<file path="config.mk">
export PLATFORM = sky130hd
export DESIGN_NAME = adc_window_watchdog
export DESIGN_NICKNAME = d
export VERILOG_FILES = /design/src/rtl/adcwd_pkg.sv /design/src/rtl/adcwd_qualify.sv /design/src/rtl/adcwd_window.sv /design/src/rtl/adcwd_flag.sv /design/src/rtl/adc_window_watchdog.sv
export SDC_FILE = /design/constraint.sdc
export NUM_CORES = 1
export LEC_CHECK = 0
export CORE_MARGIN = 8
export CORE_UTILIZATION = 37
export CTS_BUF_LIST = sky130_fd_sc_hd__clkbuf_4 sky130_fd_sc_hd__clkbuf_8 sky130_fd_sc_hd__clkbuf_16
export DETAILED_ROUTE_END_ITERATION = 10
export PLACE_DENSITY = 0.82
export SYNTH_ARGS = -nofsm -noshare
export SYNTH_HDL_FRONTEND = slang
export SYNTH_SLANG_ARGS = --single-unit
</file>
<file path="constraint.sdc">
create_clock -name clk -period 2.4 [get_ports clk]
set_input_delay 0.6 -clock clk [delete_from_list [all_inputs] [get_ports clk]]
set_output_delay 0.6 -clock clk [all_outputs]
set_load 0.03 [all_outputs]
</file>
<file path="src/rtl/adcwd_pkg.sv">
package adcwd_pkg;

    // Group tag carried with every sample
    typedef enum logic {
        GRP_REGULAR  = 1'b0,
        GRP_INSERTED = 1'b1
    } conv_group_e;

    // Registered state of the event logic
    typedef struct packed {
        logic flag;
        logic irq;
    } wd_state_t;

endpackage

</file>
<file path="src/rtl/adcwd_qualify.sv">
module adcwd_qualify
    import adcwd_pkg::*;
#(
    parameter int CHAN_W   = 5,
    parameter int MAX_CHAN = 18
) (
    input  logic              sample_valid,
    input  logic              sample_group,
    input  logic [CHAN_W-1:0] sample_chan,
    input  logic              cfg_reg_en,
    input  logic              cfg_ins_en,
    input  logic              cfg_single,
    input  logic [CHAN_W-1:0] cfg_chan_sel,
    output logic              check
);
    localparam logic [CHAN_W-1:0] LAST_CHAN = CHAN_W'(MAX_CHAN);

    logic group_ok;
    logic chan_ok;
    logic in_range;

    always_comb begin
        in_range = (sample_chan <= LAST_CHAN);
        unique case (conv_group_e'(sample_group))
            GRP_REGULAR:  group_ok = cfg_reg_en;
            GRP_INSERTED: group_ok = cfg_ins_en;
            default:      group_ok = 1'b0;
        endcase
        chan_ok = cfg_single ? (sample_chan == cfg_chan_sel) : 1'b1;
        check   = sample_valid & group_ok & chan_ok & in_range;
    end

endmodule

</file>
<file path="src/rtl/adcwd_window.sv">
module adcwd_window #(
    parameter int DATA_W = 12
) (
    input  logic [DATA_W-1:0] sample_data,
    input  logic [DATA_W-1:0] cfg_low,
    input  logic [DATA_W-1:0] cfg_high,
    output logic              outside
);
    logic above;
    logic below;

    always_comb begin
        above   = (sample_data > cfg_high);
        below   = (sample_data < cfg_low);
        outside = above | below;
    end

endmodule

</file>
<file path="src/rtl/adcwd_flag.sv">
module adcwd_flag
    import adcwd_pkg::*;
(
    input  logic clk,
    input  logic rst_n,
    input  logic event_hit,
    input  logic flag_clr,
    input  logic cfg_irq_en,
    output logic flag,
    output logic irq
);
    wd_state_t st_d;
    wd_state_t st_q;

    always_comb begin
        st_d = st_q;
        if (event_hit) begin
            st_d.flag = 1'b1;
        end else if (flag_clr) begin
            st_d.flag = 1'b0;
        end
        st_d.irq = st_d.flag & cfg_irq_en;
    end

    always_ff @(posedge clk or negedge rst_n) begin
        if (!rst_n) begin
            st_q <= '0;
        end else begin
            st_q <= st_d;
        end
    end

    assign flag = st_q.flag;
    assign irq  = st_q.irq;


    sticky_hold_chk: assert property (@(posedge clk) disable iff (!rst_n)
        (flag && !flag_clr) |=> flag);


    clear_drop_chk: assert property (@(posedge clk) disable iff (!rst_n)
        (flag_clr && !event_hit) |=> !flag);


    event_wins_chk: assert property (@(posedge clk) disable iff (!rst_n)
        event_hit |=> flag);


    irq_needs_flag_chk: assert property (@(posedge clk) disable iff (!rst_n)
        irq |-> flag);


    irq_follow_chk: assert property (@(posedge clk) disable iff (!rst_n)
        (event_hit && cfg_irq_en) |=> irq);

endmodule

</file>
<file path="src/rtl/adc_window_watchdog.sv">
module adc_window_watchdog #(
    parameter int DATA_W   = 12,
    parameter int CHAN_W   = 5,
    parameter int MAX_CHAN = 18
) (
    input  logic              clk,
    input  logic              rst_n,
    input  logic              sample_valid,
    input  logic              sample_group,
    input  logic [CHAN_W-1:0] sample_chan,
    input  logic [DATA_W-1:0] sample_data,
    input  logic [DATA_W-1:0] cfg_low,
    input  logic [DATA_W-1:0] cfg_high,
    input  logic              cfg_reg_en,
    input  logic              cfg_ins_en,
    input  logic              cfg_single,
    input  logic [CHAN_W-1:0] cfg_chan_sel,
    input  logic              cfg_irq_en,
    input  logic              flag_clr,
    output logic              wd_flag,
    output logic              wd_irq
);
    localparam logic [CHAN_W-1:0] LAST_CHAN = CHAN_W'(MAX_CHAN);

    logic check;
    logic outside;
    logic event_hit;

    adcwd_qualify #(
        .CHAN_W  (CHAN_W),
        .MAX_CHAN(MAX_CHAN)
    ) u_qualify (
        .sample_valid(sample_valid),
        .sample_group(sample_group),
        .sample_chan (sample_chan),
        .cfg_reg_en  (cfg_reg_en),
        .cfg_ins_en  (cfg_ins_en),
        .cfg_single  (cfg_single),
        .cfg_chan_sel(cfg_chan_sel),
        .check       (check)
    );

    adcwd_window #(
        .DATA_W(DATA_W)
    ) u_window (
        .sample_data(sample_data),
        .cfg_low    (cfg_low),
        .cfg_high   (cfg_high),
        .outside    (outside)
    );

    assign event_hit = check & outside;

    adcwd_flag u_flag (
        .clk       (clk),
        .rst_n     (rst_n),
        .event_hit (event_hit),
        .flag_clr  (flag_clr),
        .cfg_irq_en(cfg_irq_en),
        .flag      (wd_flag),
        .irq       (wd_irq)
    );


    rise_needs_valid_chk: assert property (@(posedge clk) disable iff (!rst_n)
        (!wd_flag && !sample_valid) |=> !wd_flag);


    bad_chan_ignored_chk: assert property (@(posedge clk) disable iff (!rst_n)
        (!wd_flag && sample_chan > LAST_CHAN) |=> !wd_flag);


    inside_no_rise_chk: assert property (@(posedge clk) disable iff (!rst_n)
        (!wd_flag && sample_data <= cfg_high && sample_data >= cfg_low) |=> !wd_flag);

endmodule

</file>
==> metrics.txt, run 1 <==
status finished, final reports clean; final worst path period share 0.921; GRT Overall Usage 0.130; drt initial violations 17; largest net degree at the start of global routing 4; setup ws final 0.189 ns; fill count 174; first-pass GRT wire length 3.82 mm; Fmax 452 MHz; synth cell count leaders 30 x inv_1, 23 x ha_1, 10 x a21oi_1; CTS Buffer Depth 2; worst-path maximum fanout 3; CTS H-tree lvls 1; Multi-input gate area 609 um^2; vias per std cell 4.88; hpwl dp 2.38 mm; # clock sinks 2; TritonCTS Buffers 3; register area share after synthesis 0.0648; crit path launch type input pin; Post-CTS Repair Setup Buffers 0; number of enable flip-flop cells after synthesis 0; Sequential Area 50.0 um^2; die width 61.7 um; clk root buf clkbuf_4; wire per inst 13.2 um; final non-filler cell total 190; Final Max Tran Viols 0; Crit Path Category input pin to flip-flop; Ys Warns 0; Overflow after GRT 0; post-CTS resize count 0; Crit path required time 2.53 ns; CP Capture Type flip-flop; CTS tree done; antenna violations before repair 0; Max IR drop VDD 0.129 mV; final setup TNS 0 ns; Design Power 321 uW; Post-synth ARST share 1.00; Hold Vio Cnt, Final 0; Synth area leaders ha_1 37%, inv_1 15%, a21oi_1 6.5%, dfrtp_1 6.5%, nand4_1 3.2%; Syn Nets 182; Top Ports 57; Hold Path Class input pin to async pin; Worst Tran Pin Value 0.322 ns; Starting Density 0.393; Hold Slack 0.537 ns; count leader, synth inv_1; R2R setup slack 1.45 ns; Die ar. 3800 um^2; ANT cells 0; dpl cells 187; Rel. slew slack 0.784; leading area contributor after synthesis ha_1; Buffers on Ports 56; clock slew at reported path FFs 0.03 ns; DRC Markers 0; Rows 16; final setup fails 0; Vias 927; # hold bufs at CTS 0; Synth Instances 104; GP Congestion 0.845; syn_area_per_cell 7.42 um^2; max_cap viols 0; Mapped Area 772 um^2; Total Routed Length 2.50 mm; Tmin final 2.21 ns; Final Skew 0.000811 ns; Top FF cell, synth dfrtp_1; Area growth syn-to-layout 79.9%; Worst-Skew Late Latency 0.22 ns; Die Y 61.7 um; Layout Nets 243; Yosys cell types 27; core area 1960 um^2; Cell Pwr Density 231 nW/um^2; Leak 0.000699 uW; layout cell share with drive strength beyond 1 0.0491; RSZ-0062 raised after global routing false; Detail Route Antenna Nets 0; CP arrival 2.34 ns; vias in the first global route 965; post-synth top area share 0.373; #FFs+latches synth 2; Setup Slack @ Placement -0.0434 ns; router iterations before antenna repair 2
-- cell type report --
| cell class | count | share of cell area |
|---|---|---|
| Timing Repair Buffer | 56 | 0.404 |
| Sequential cell | 2 | 0.0360 |
| Clock buffer | 3 | 0.0162 |
| Multi-Input combinational cell | 72 | 0.439 |
| Tap cell | 27 | 0.0243 |
| Inverter | 30 | 0.0811 |
-- state kept, by name, summed over array words and instances (netlist names) --
register     count
u_flag.flag      1
u_flag.irq       1
-- cells in the final DEF, fill, tap and decap left out, types with 2 or more instances in the layout --
master,synthesis,layout
nand2_1,3,3
o21ai_0,4,4
ha_1,23,23
o22ai_1,2,2
clkbuf_4,0,3
nand3_1,3,3
clkdlybuf4s50_1,0,56
inv_1,30,30
nor2_1,3,3
nand4_1,4,4
dfrtp_1,2,2
a21o_1,2,2
nand2b_1,3,3
a21oi_1,10,10
-- critical path, cell delays in order --
cell and delay, ns:
clkdlybuf4s50_1 0.46, inv_1 0.05, ha_1 0.31, a21oi_1 0.16, nand2_1 0.06, a21o_1 0.17
a211o_1 0.25, a311oi_2 0.27
-- layer usage --
metal / vias up / global-route usage / part of all wire / wire, um
met5: - / 0 / 0 / 0
met2: 45 / 0.222 / 0.45 / 1110
met3: 4 / 0.0459 / 0.11 / 273
li1: 482 / - / - / -
met4: 0 / 0.0487 / 0.016 / 41
met1: 396 / 0.143 / 0.43 / 1070
-- power breakdown --
part           leakage, uW  total [uW]  switching [uW]  internal [uW]
clock network    0.0000138        75.1            19.9           55.2
logic             0.000658         209            78.9            130
registers        0.0000273        36.8           0.789           36.0
-- cell families (layout without fill, tap and decap cells) --
| group | after synthesis | after routing | share of synthesized area |
|---|---|---|---|
| DFF | 2 | 2 | 0.0648 |
| AOI/OAI and AO/OA | 29 | 29 | 0.263 |
| adders and majority gates | 23 | 23 | 0.373 |
| xor gates and xnor gates | 2 | 2 | 0.0324 |
| buffers and inverters | 30 | 89 | 0.146 |
| and+or+nand+nor | 18 | 18 | 0.122 |
-- worst paths after layout --
check | from | to | depth (start not counted)
min in group clk | u_flag.flag | u_flag.flag | 2
worst max-delay path | cfg_low[10] | u_flag.irq | 8
max in group asynchronous | rst_n | u_flag.flag | 1
worst max register to register | u_flag.flag | u_flag.irq | 3
worst min register to register | u_flag.flag | u_flag.flag | 2
worst min-delay path | rst_n | u_flag.irq | 1
-- metrics by stage --
stage / cell area, um^2 / util
after floorplan: 772 / -
after global placement: 1370 / 0.696
after detailed placement: 1370 / 0.696
after CTS: 1390 / 0.708
after global routing: 1390 / 0.708
final: 1390 / 0.708
(Power assumes the default switching activity.)
==> run 2, diff against run 1 <==
- CORE_UTILIZATION: 37 -> 55
- DONT_BUFFER_PORTS: default -> 1
- PLACE_DENSITY: 0.82 -> 0.66
- TNS_END_PERCENT: default -> 20
==> metrics.txt, run 2 (synthesis results as in run 1) <==
Rows 13; largest net degree at the start of global routing 4; Worst-Skew Late Latency 0.22 ns; layout cell share with drive strength beyond 1 0.0748; CTS Buffer Depth 2; Die Y 53.5 um; vias in the first global route 760; CTS tree done; worst-path maximum fanout 3; DRC Markers 0; Top Ports 57; Die ar. 2860 um^2; crit path launch type input pin; final worst path period share 0.703; Max IR drop VDD 0.126 mV; GRT Overall Usage 0.122; clock slew at reported path FFs 0.03 ns; wire per inst 13.8 um; Layout Nets 187; Tmin final 1.69 ns; Area growth syn-to-layout 5.35%; Rel. slew slack 0.799; final setup fails 0; RSZ-0062 raised after global routing false; Hold Vio Cnt, Final 0; Detail Route Antenna Nets 0; Multi-input gate area 609 um^2; commonest cells after routing, fill and taps aside 30 x inv_1, 23 x ha_1, 10 x a21oi_1, 4 x nand4_1, 4 x o21ai_0; Final Skew 0.00293 ns; status finished, final reports clean; CP Capture Type flip-flop; drt initial violations 3; CP cell instances inv_1, ha_1, a21oi_1, nand2_1, a21o_1, a211o_1, a311oi_2; Leak 0.000481 uW; Sequential Area 50.0 um^2; router iterations before antenna repair 2; vias per std cell 5.66; Vias 690; Crit Path Category input pin to flip-flop; Cell Pwr Density 263 nW/um^2; GP Congestion 0.740; ANT cells 0; hpwl dp 1.64 mm; post-CTS resize count 0; antenna violations before repair 0; Final Max Tran Viols 0; commonest non-fill, non-tap cell in the layout inv_1; Starting Density 0.593; Post-CTS Repair Setup Buffers 0; Buffers on Ports 0; Worst path max stage delay 0.29 ns; CTS H-tree lvls 1; CP arrival 1.81 ns; # clock sinks 2; Worst Tran Pin Value 0.301 ns; # hold bufs at CTS 0; die width 53.5 um; max_cap viols 0; Crit path required time 2.53 ns; TritonCTS Buffers 3; final setup TNS 0 ns; Fmax 593 MHz; clk root buf clkbuf_4; core area 1300 um^2; first-pass GRT wire length 2.77 mm; Critical-path top delay cell ha_1; post-layout util 0.625; Total Routed Length 1.68 mm; Hold Path Class input pin to async pin; Overflow after GRT 0; fill count 134
-- run 2: layer usage --
| metal | wire length (um) | vias up | part of all wire | global-route usage |
|---|---|---|---|---|
| met5 | 0 | - | 0 | 0 |
| met4 | 0 | 0 | 0 | 0.0378 |
| met3 | 278 | 0 | 0.17 | 0.0588 |
| met2 | 736 | 41 | 0.44 | 0.201 |
| met1 | 669 | 283 | 0.40 | 0.133 |
| li1 | - | 366 | - | - |
-- run 2: worst paths after layout --
path                        startpoint     endpoint  slack (ns)  cells after the start
max                        cfg_low[10]   u_flag.irq        0.71                      7
min reg2reg                u_flag.flag   u_flag.irq        0.79                      2
min in group clk            cfg_irq_en   u_flag.irq        0.50                      2
min                              rst_n   u_flag.irq        0.08                      0
max in group asynchronous        rst_n  u_flag.flag        2.25                      0
max reg2reg                u_flag.flag   u_flag.irq        1.25                      3
-- run 2: power breakdown --
group / leakage, uW / switching [uW] / internal (uW)
clock: 0.0000138 / 16.2 / 54.9
sequential: 0.0000273 / 5.38 / 36.0
combinational: 0.000440 / 50.7 / 50.7
total: 0.000481 / 72.3 / 142
-- run 2: layout make-up --
cell class / instances / area share
sequential: 2 / 0.0615
clock buffer: 3 / 0.0277
multi-input combinational: 72 / 0.749
inverter: 30 / 0.138
tap: 15 / 0.0231
-- run 2: worst max-delay path: cells and delay by family --
kind	cells	cell delay, ns
simple gates	1	0.07
compound gates	4	0.83
fa+ha+maj	1	0.29
buf+inv	1	0.02
-- run 2: metrics by stage --
step | setup WS (ns) | cells | hold WS (ns) | instance area [um^2] | total power (uW)
2_1_floorplan | 0.557 | 104 | 0.304 | 772 | 127
3_3_place_gp | 0.516 | 119 | 0.304 | 791 | 141
3_5_place_dp | 0.499 | 119 | 0.304 | 791 | 145
4_1_cts | 0.717 | 122 | 0.0721 | 813 | 218
5_1_grt | 0.646 | 122 | 0.0581 | 813 | 245
6_report | 0.713 | 122 | 0.0774 | 813 | 214
